## src/rtl/anpc_pkg.sv

```systemverilog
package anpc_pkg;

  typedef enum logic [2:0] {
    S_GAP   = 3'd0,  // every gate off, timed
    S_DRAIN = 3'd1,  // fast gates off, old slow switch held, timed
    S_DEAD  = 3'd2,  // fast gates off, slow switch on, timed
    S_ACT   = 3'd3,  // active pattern of the current half
    S_FW    = 3'd4,  // freewheel pattern of the current half
    S_TRIP  = 3'd5   // latched fault
  } leg_st_e;

  typedef struct packed {
    logic clamp_lo;
    logic clamp_hi;
    logic outer_lo;
    logic slow_lo;
    logic slow_hi;
    logic outer_hi;
  } gate_set_t;

  localparam int GATE_N = $bits(gate_set_t);

endpackage

```

## src/rtl/anpc_leg_fsm.sv

```systemverilog
module anpc_leg_fsm
  import anpc_pkg::*;
#(
  parameter int DT_W = 8
) (
  input  logic            clk,
  input  logic            rst,
  input  logic            pwm_in,
  input  logic            pol_pos,
  input  logic            trip_n,
  input  logic            trip_clr,
  input  logic [DT_W-1:0] dead_cyc,
  input  logic            illegal,
  output leg_st_e         st_nx,
  output logic            pos_nx,
  output logic            fault_o
);

  localparam logic [DT_W-1:0] ONE = DT_W'(1);

  leg_st_e         st_q;
  logic            pos_q;
  logic [DT_W-1:0] cnt_q, cnt_nx;
  logic [DT_W-1:0] reload;
  logic            done, pol_bad;

  // a zero setting is floored to one cycle; counter holds cycles left minus one
  assign reload  = ((dead_cyc == '0) ? ONE : dead_cyc) - ONE;
  assign done    = (cnt_q == '0);
  assign pol_bad = (pol_pos != pos_q);

  always_comb begin
    st_nx  = st_q;
    pos_nx = pos_q;
    cnt_nx = cnt_q;
    if (!trip_n) begin
      st_nx = S_TRIP;
    end else begin
      unique case (st_q)
        S_TRIP: begin
          if (trip_clr && !pwm_in) begin
            st_nx  = S_GAP;
            cnt_nx = reload;
          end
        end
        S_GAP: begin
          if (done) begin
            st_nx  = S_DEAD;
            pos_nx = pol_pos;
            cnt_nx = reload;
          end else begin
            cnt_nx = cnt_q - ONE;
          end
        end
        S_DRAIN: begin
          if (done) begin
            st_nx  = S_GAP;
            cnt_nx = reload;
          end else begin
            cnt_nx = cnt_q - ONE;
          end
        end
        S_DEAD: begin
          if (pol_bad) begin
            st_nx  = S_DRAIN;
            cnt_nx = reload;
          end else if (done) begin
            st_nx = pwm_in ? S_ACT : S_FW;
          end else begin
            cnt_nx = cnt_q - ONE;
          end
        end
        S_ACT: begin
          if (pol_bad) begin
            st_nx  = S_DRAIN;
            cnt_nx = reload;
          end else if (!pwm_in) begin
            st_nx  = S_DEAD;
            cnt_nx = reload;
          end
        end
        S_FW: begin
          if (pol_bad) begin
            st_nx  = S_DRAIN;
            cnt_nx = reload;
          end else if (pwm_in) begin
            st_nx  = S_DEAD;
            cnt_nx = reload;
          end
        end
        default: st_nx = S_TRIP;
      endcase
    end
  end

  always_ff @(posedge clk) begin
    if (rst) begin
      st_q  <= S_GAP;
      pos_q <= 1'b1;
      cnt_q <= reload;
    end else begin
      st_q  <= illegal ? S_TRIP : st_nx;
      pos_q <= pos_nx;
      cnt_q <= cnt_nx;
    end
  end

  assign fault_o = (st_q == S_TRIP);

  // a fault with no valid clear stays latched
  a_r8_fault_holds: assert property (@(posedge clk) disable iff (rst)
    fault_o && !(trip_clr && !pwm_in && trip_n) |=> fault_o);

  // a sampled trip always lands in the fault state
  a_r7_trip_latches: assert property (@(posedge clk) disable iff (rst)
    !trip_n |=> fault_o);

endmodule

```

## src/rtl/anpc_gate_map.sv

```systemverilog
module anpc_gate_map
  import anpc_pkg::*;
#(
  parameter bit BALANCE_EN = 1'b1
) (
  input  leg_st_e   st,
  input  logic      pos,
  output gate_set_t want
);

  logic in_half, act, fw, bal;

  assign in_half = (st == S_DRAIN) || (st == S_DEAD) || (st == S_ACT) || (st == S_FW);
  assign act     = (st == S_ACT);
  assign fw      = (st == S_FW);

  generate
    if (BALANCE_EN) begin : g_bal
      assign bal = act;
    end else begin : g_nobal
      assign bal = 1'b0;
    end
  endgenerate

  always_comb begin
    want          = '0;
    want.slow_hi  = in_half & pos;
    want.slow_lo  = in_half & ~pos;
    want.outer_hi = act & pos;
    want.outer_lo = act & ~pos;
    want.clamp_hi = (fw & pos) | (bal & ~pos);
    want.clamp_lo = (fw & ~pos) | (bal & pos);
  end

endmodule

```

## src/rtl/anpc_interlock.sv

```systemverilog
module anpc_interlock
  import anpc_pkg::*;
(
  input  logic      clk,
  input  logic      rst,
  input  gate_set_t want,
  output gate_set_t q,
  output logic      illegal
);

  logic [GATE_N-1:0] want_v, q_v;

  assign want_v  = want;
  assign illegal = (want.outer_hi & want.outer_lo) | (want.slow_hi & want.slow_lo);

  generate
    for (genvar b = 0; b < GATE_N; b++) begin : g_reg
      always_ff @(posedge clk) begin
        if (rst) q_v[b] <= 1'b0;
        else     q_v[b] <= want_v[b] & ~illegal;
      end
    end
  endgenerate

  assign q = gate_set_t'(q_v);

  // no shoot-through pair on the pins
  a_r6_no_shoot: assert property (@(posedge clk) disable iff (rst)
    !(q.outer_hi && q.outer_lo) && !(q.slow_hi && q.slow_lo));

  // positive outer switch only inside a positive half
  a_r2_outer_hi_half: assert property (@(posedge clk) disable iff (rst)
    q.outer_hi |-> q.slow_hi && !q.slow_lo);

  // negative outer switch only inside a negative half
  a_r3_outer_lo_half: assert property (@(posedge clk) disable iff (rst)
    q.outer_lo |-> q.slow_lo && !q.slow_hi);

  // outer and synchronous clamp of one half never hand over directly
  a_r4_outer_after_gap: assert property (@(posedge clk) disable iff (rst)
    $rose(q.outer_hi) |-> !$past(q.clamp_hi));

  a_r4_clamp_after_gap: assert property (@(posedge clk) disable iff (rst)
    $rose(q.clamp_hi) && q.slow_hi |-> !$past(q.outer_hi));

endmodule

```

## src/rtl/anpc_leg_seq.sv

```systemverilog
module anpc_leg_seq
  import anpc_pkg::*;
#(
  parameter int DT_W       = 8,
  parameter bit BALANCE_EN = 1'b1
) (
  input  logic            clk,
  input  logic            rst,
  input  logic            pwm_in,
  input  logic            pol_pos,
  input  logic            trip_n,
  input  logic            trip_clr,
  input  logic [DT_W-1:0] dead_cyc,
  output logic            outer_hi,
  output logic            slow_hi,
  output logic            slow_lo,
  output logic            outer_lo,
  output logic            clamp_hi,
  output logic            clamp_lo,
  output logic            fault_o
);

  leg_st_e   st_nx;
  logic      pos_nx;
  logic      illegal;
  gate_set_t want, gq;

  anpc_leg_fsm #(.DT_W(DT_W)) u_fsm (
    .clk      (clk),
    .rst      (rst),
    .pwm_in   (pwm_in),
    .pol_pos  (pol_pos),
    .trip_n   (trip_n),
    .trip_clr (trip_clr),
    .dead_cyc (dead_cyc),
    .illegal  (illegal),
    .st_nx    (st_nx),
    .pos_nx   (pos_nx),
    .fault_o  (fault_o)
  );

  anpc_gate_map #(.BALANCE_EN(BALANCE_EN)) u_map (
    .st   (st_nx),
    .pos  (pos_nx),
    .want (want)
  );

  anpc_interlock u_lock (
    .clk     (clk),
    .rst     (rst),
    .want    (want),
    .q       (gq),
    .illegal (illegal)
  );

  assign outer_hi = gq.outer_hi;
  assign slow_hi  = gq.slow_hi;
  assign slow_lo  = gq.slow_lo;
  assign outer_lo = gq.outer_lo;
  assign clamp_hi = gq.clamp_hi;
  assign clamp_lo = gq.clamp_lo;

  // a trip clears every gate on the next edge
  a_r7_all_off: assert property (@(posedge clk) disable iff (rst)
    !trip_n |=> !(outer_hi || slow_hi || slow_lo || outer_lo || clamp_hi || clamp_lo));

  // an old slow switch only opens after the fast gates are already off
  a_r5_slow_break: assert property (@(posedge clk) disable iff (rst)
    $fell(slow_hi) && !fault_o |-> $past(!outer_hi && !clamp_hi && !clamp_lo));

  // a new slow switch never follows the other slow switch directly
  a_r5_slow_make: assert property (@(posedge clk) disable iff (rst)
    $rose(slow_lo) |-> !$past(slow_hi));

endmodule

```

## config.mk

```make
export PLATFORM = sky130hd
export DESIGN_NAME = anpc_leg_seq
export DESIGN_NICKNAME = d
export VERILOG_FILES = /design/src/rtl/anpc_pkg.sv /design/src/rtl/anpc_leg_fsm.sv /design/src/rtl/anpc_gate_map.sv /design/src/rtl/anpc_interlock.sv /design/src/rtl/anpc_leg_seq.sv
export SDC_FILE = /design/constraint.sdc
export NUM_CORES = 1
export LEC_CHECK = 0
export ABC_AREA = 1
export BUFFER_PORTS_ARGS = -buffer_cell sky130_fd_sc_hd__buf_2
export CORE_MARGIN = 4
export CORE_UTILIZATION = 55
export DETAILED_ROUTE_END_ITERATION = 6
export PLACE_DENSITY = 0.73
export SLEW_MARGIN = 10
export SYNTH_ARGS = -nofsm -noshare
export SYNTH_HDL_FRONTEND = slang
export SYNTH_HIERARCHICAL = 1
export SYNTH_SLANG_ARGS = --single-unit
```

## constraint.sdc

```tcl
create_clock -name clk -period 5.35 [get_ports clk]
set_input_delay 1.605 -clock clk [delete_from_list [all_inputs] [get_ports clk]]
set_output_delay 1.605 -clock clk [all_outputs]
set_load 0.005 [all_outputs]
```

==> flow_summary.ini <==
[outcome]
outcome = completed

[timing]
setup_viol = 0
rsz0062_at_grt = no
slew_headroom = 0.745
maxSlewViolCount = 0
hold_viol_final = 0
period_share = 0.590
tightest_slew_ns = 0.380
period_needed_ns = 3.15
max_freq_mhz = 317
fin_worst_hold_slack_ns = 0.660
skew_ns = 0.00183
finalSetupTns_ns = 0

[critical_path]
startpoint_type = input port
path_class = input port to register
cp-end-kind = register
arrival_ns = 3.39
cp_top_family = simple AND/OR/NAND/NOR gates
critPathMaxStageDelay_ns = 0.27
critPathBufInv = 5
path_max_fanout = 7
crit_slowest_cell = xnor2_1
required_ns = 5.59
crit_path_cell_trace = buf_2 -> xnor2_1 -> nand2_1 -> inv_1 -> nand2_1 -> nand3_1 -> nand2_1 -> inv_1 -> nand3_1 -> nor2_1 -> nand2_2 -> nand2_4 -> inv_1 -> nand3_1 -> nand2_1 -> inv_1

[synth]
synth_common_cells = nand2_1 (54), nand3_1 (28), inv_1 (25), nor2_1 (23), dfxtp_1 (10)
yosys-top-cells-area = edfxtp_1 (17%), nand2_1 (14%), dfxtp_1 (14%)
postSynthAreaPerCell_um2 = 6.71
synth_ff_type = dfxtp_1
synth_seq_cells = 18
synth.distinct_cells = 30
postSynthCellCount = 213
synth_top_area_share = 0.168
yosys_warnings = 6
synth_nets = 229
netlist_area_mm2 = 0.00143
synth_edf_count = 8
synth_most_common_cell = nand2_1
synth_area_leader_cell = edfxtp_1
async_flop_share = 0
yosysSeqAreaShare = 0.308

[die]
fp.dieArea_mm2 = 0.00348
die-width_um = 59.0
num_rows = 18
core_area_mm2 = 0.00248
initial_core_util = 0.577
io_pins = 21
chipHeight_um = 59.0

[route]
first_iter_violations = 74
routed_via_density = 5.22
ant_nets = 0
drc = 0
via_count = 1395
wl_per_cell_um = 11.9
dr.pass1.iters = 4
drt_wl_total_um = 3170

[clocking]
htreeDepth = 1
root_buffer = clkbuf_4
post_cts_resized = 0
post-cts-setup-buffers = 0
cts_buffers = 3
holdBufCountCts = 0
clock_sinks = 18
cts_tree = done
clockBufferDepth = 2
clk_latency_ns = 0.29
clk_pin_slew_worst_paths_ns = 0.09

[global_route]
grt_max_degree = 12
grt_use_met3 = 0.0283
grt_pass1_wl_um = 5640
grt_use_total = 0.208
top_usage_layer = met2
grt_overflow = 0
grt_pass1_vias = 1322
gr-usage-met2 = 0.338
antenna_found_initial = 0
use_met1 = 0.288

[layout]
fin_nets = 254
n_antenna_cell = 0
post-route-util = 0.648
syn_to_final_growth_pct = 12.3
drive_above_1_share = 0.232

[min_path]
hold_path.class = register to register

[flow_run]
max_cap_violations = 0

[power_and_ir_drop]
ir_worst_vdd_uv = 149
leakage_nw = 0.791
power_mw = 0.357
power_density_mw_per_mm2 = 223

[place]
port_buffers = 20
gp_congestion = 0.913
dp_hpwl_um = 2530
## power by group
part           switching (mW)  internal (mW)  leakage (nW)  total (mW)
Sequential             0.0116          0.160         0.164       0.172
Clock                  0.0394         0.0414        0.0210      0.0809
Combinational          0.0654         0.0394         0.606       0.105
## layer usage
layer  wire length [µm]  up-vias
met3                172        6
met4                 42        0
met2               1460       40
met1               1500      613
li1                   -      736
met5                  0        -
## state kept, by name, summed over array words and instances (netlist names)
name / cells
u_fsm/st_q: 3
u_fsm/pos_q: 1
u_lock/q: 6
u_fsm/cnt_q: 8
## worst register-to-register path, stage by stage, from the launching register on
cell and delay [ns]:
edfxtp_1 0.37, inv_1 0.10, ha_1 0.25, nand2_1 0.13
nor2_2 0.21, o21ai_0 0.11, nand2_1 0.08, nand3_1 0.06
nand2_1 0.08, inv_1 0.07, nor2_2 0.15, nand2_1 0.09
a21oi_1 0.23, nand2_2 0.10, nand2_4 0.10, inv_1 0.07
nand3_1 0.08, nand2_1 0.05, inv_1 0.05
## area by class of cell
cell class	count	area, µm²
well taps	30	37.5
inverters	35	136
clock buffers	4	36.3
fillers	232	872
flip-flops and latches	18	440
repair buffers	21	108
multi-input cells	159	847
## metrics by stage
step	worst slack [ns]	cell area, µm²	instances
6_report	2.20	1610	267
5_1_grt	2.00	1610	267
4_1_cts	2.23	1610	267
3_5_place_dp	1.94	1570	263
3_3_place_gp	2.02	1570	263
2_1_floorplan	2.32	1430	213
## cells by family (layout without fill, tap and decap cells)
kind of cell    count (synthesis)  after routing  synth area share
compound gates                 24             24             0.116
xor+xnor                        8              8            0.0543
fa+ha+maj                       2              2            0.0175
buf+inv                        36             60            0.0989
flops                          18             18             0.308
simple gates                  125            125             0.405
## path summary, 6_finish.rpt
kind              depth (start not counted)       endpoint      startpoint  slack (ns)
setup / recovery                         16  u_fsm/st_q[0]         pol_pos        2.20
hold / removal                            2    u_fsm/pos_q     u_fsm/pos_q        0.66
setup reg to reg                         18  u_fsm/st_q[0]  u_fsm/cnt_q[0]        2.91
hold reg to reg                           2    u_fsm/pos_q     u_fsm/pos_q        0.66
## layout by cell type, fill, tap and decap left out
cell | synthesis | routed
clkinv_1 | 1 | 1
nor2_2 | 5 | 5
nor3_4 | 1 | 1
nand4_1 | 6 | 6
o211ai_1 | 1 | 1
dfxtp_1 | 10 | 10
a31oi_1 | 1 | 1
xnor2_1 | 4 | 4
a21o_1 | 1 | 1
xor2_1 | 3 | 3
clkbuf_4 | 0 | 3
a21oi_4 | 1 | 1
o21ai_2 | 7 | 7
nand2_2 | 4 | 4
o21ai_1 | 3 | 3
clkinv_4 | 1 | 1
nand2_1 | 54 | 54
nor2_1 | 23 | 23
a21oi_1 | 4 | 4
inv_2 | 8 | 8
nand3_1 | 28 | 28
nand2_4 | 1 | 1
nand3_4 | 1 | 1
o31ai_1 | 1 | 1
nor3_1 | 2 | 2
buf_4 | 0 | 1
inv_1 | 25 | 25
clkbuf_8 | 0 | 1
ha_1 | 2 | 2
o21ai_0 | 5 | 5
buf_2 | 1 | 20
xor2_2 | 1 | 1
edfxtp_1 | 8 | 8
(Power assumes the default switching activity.)
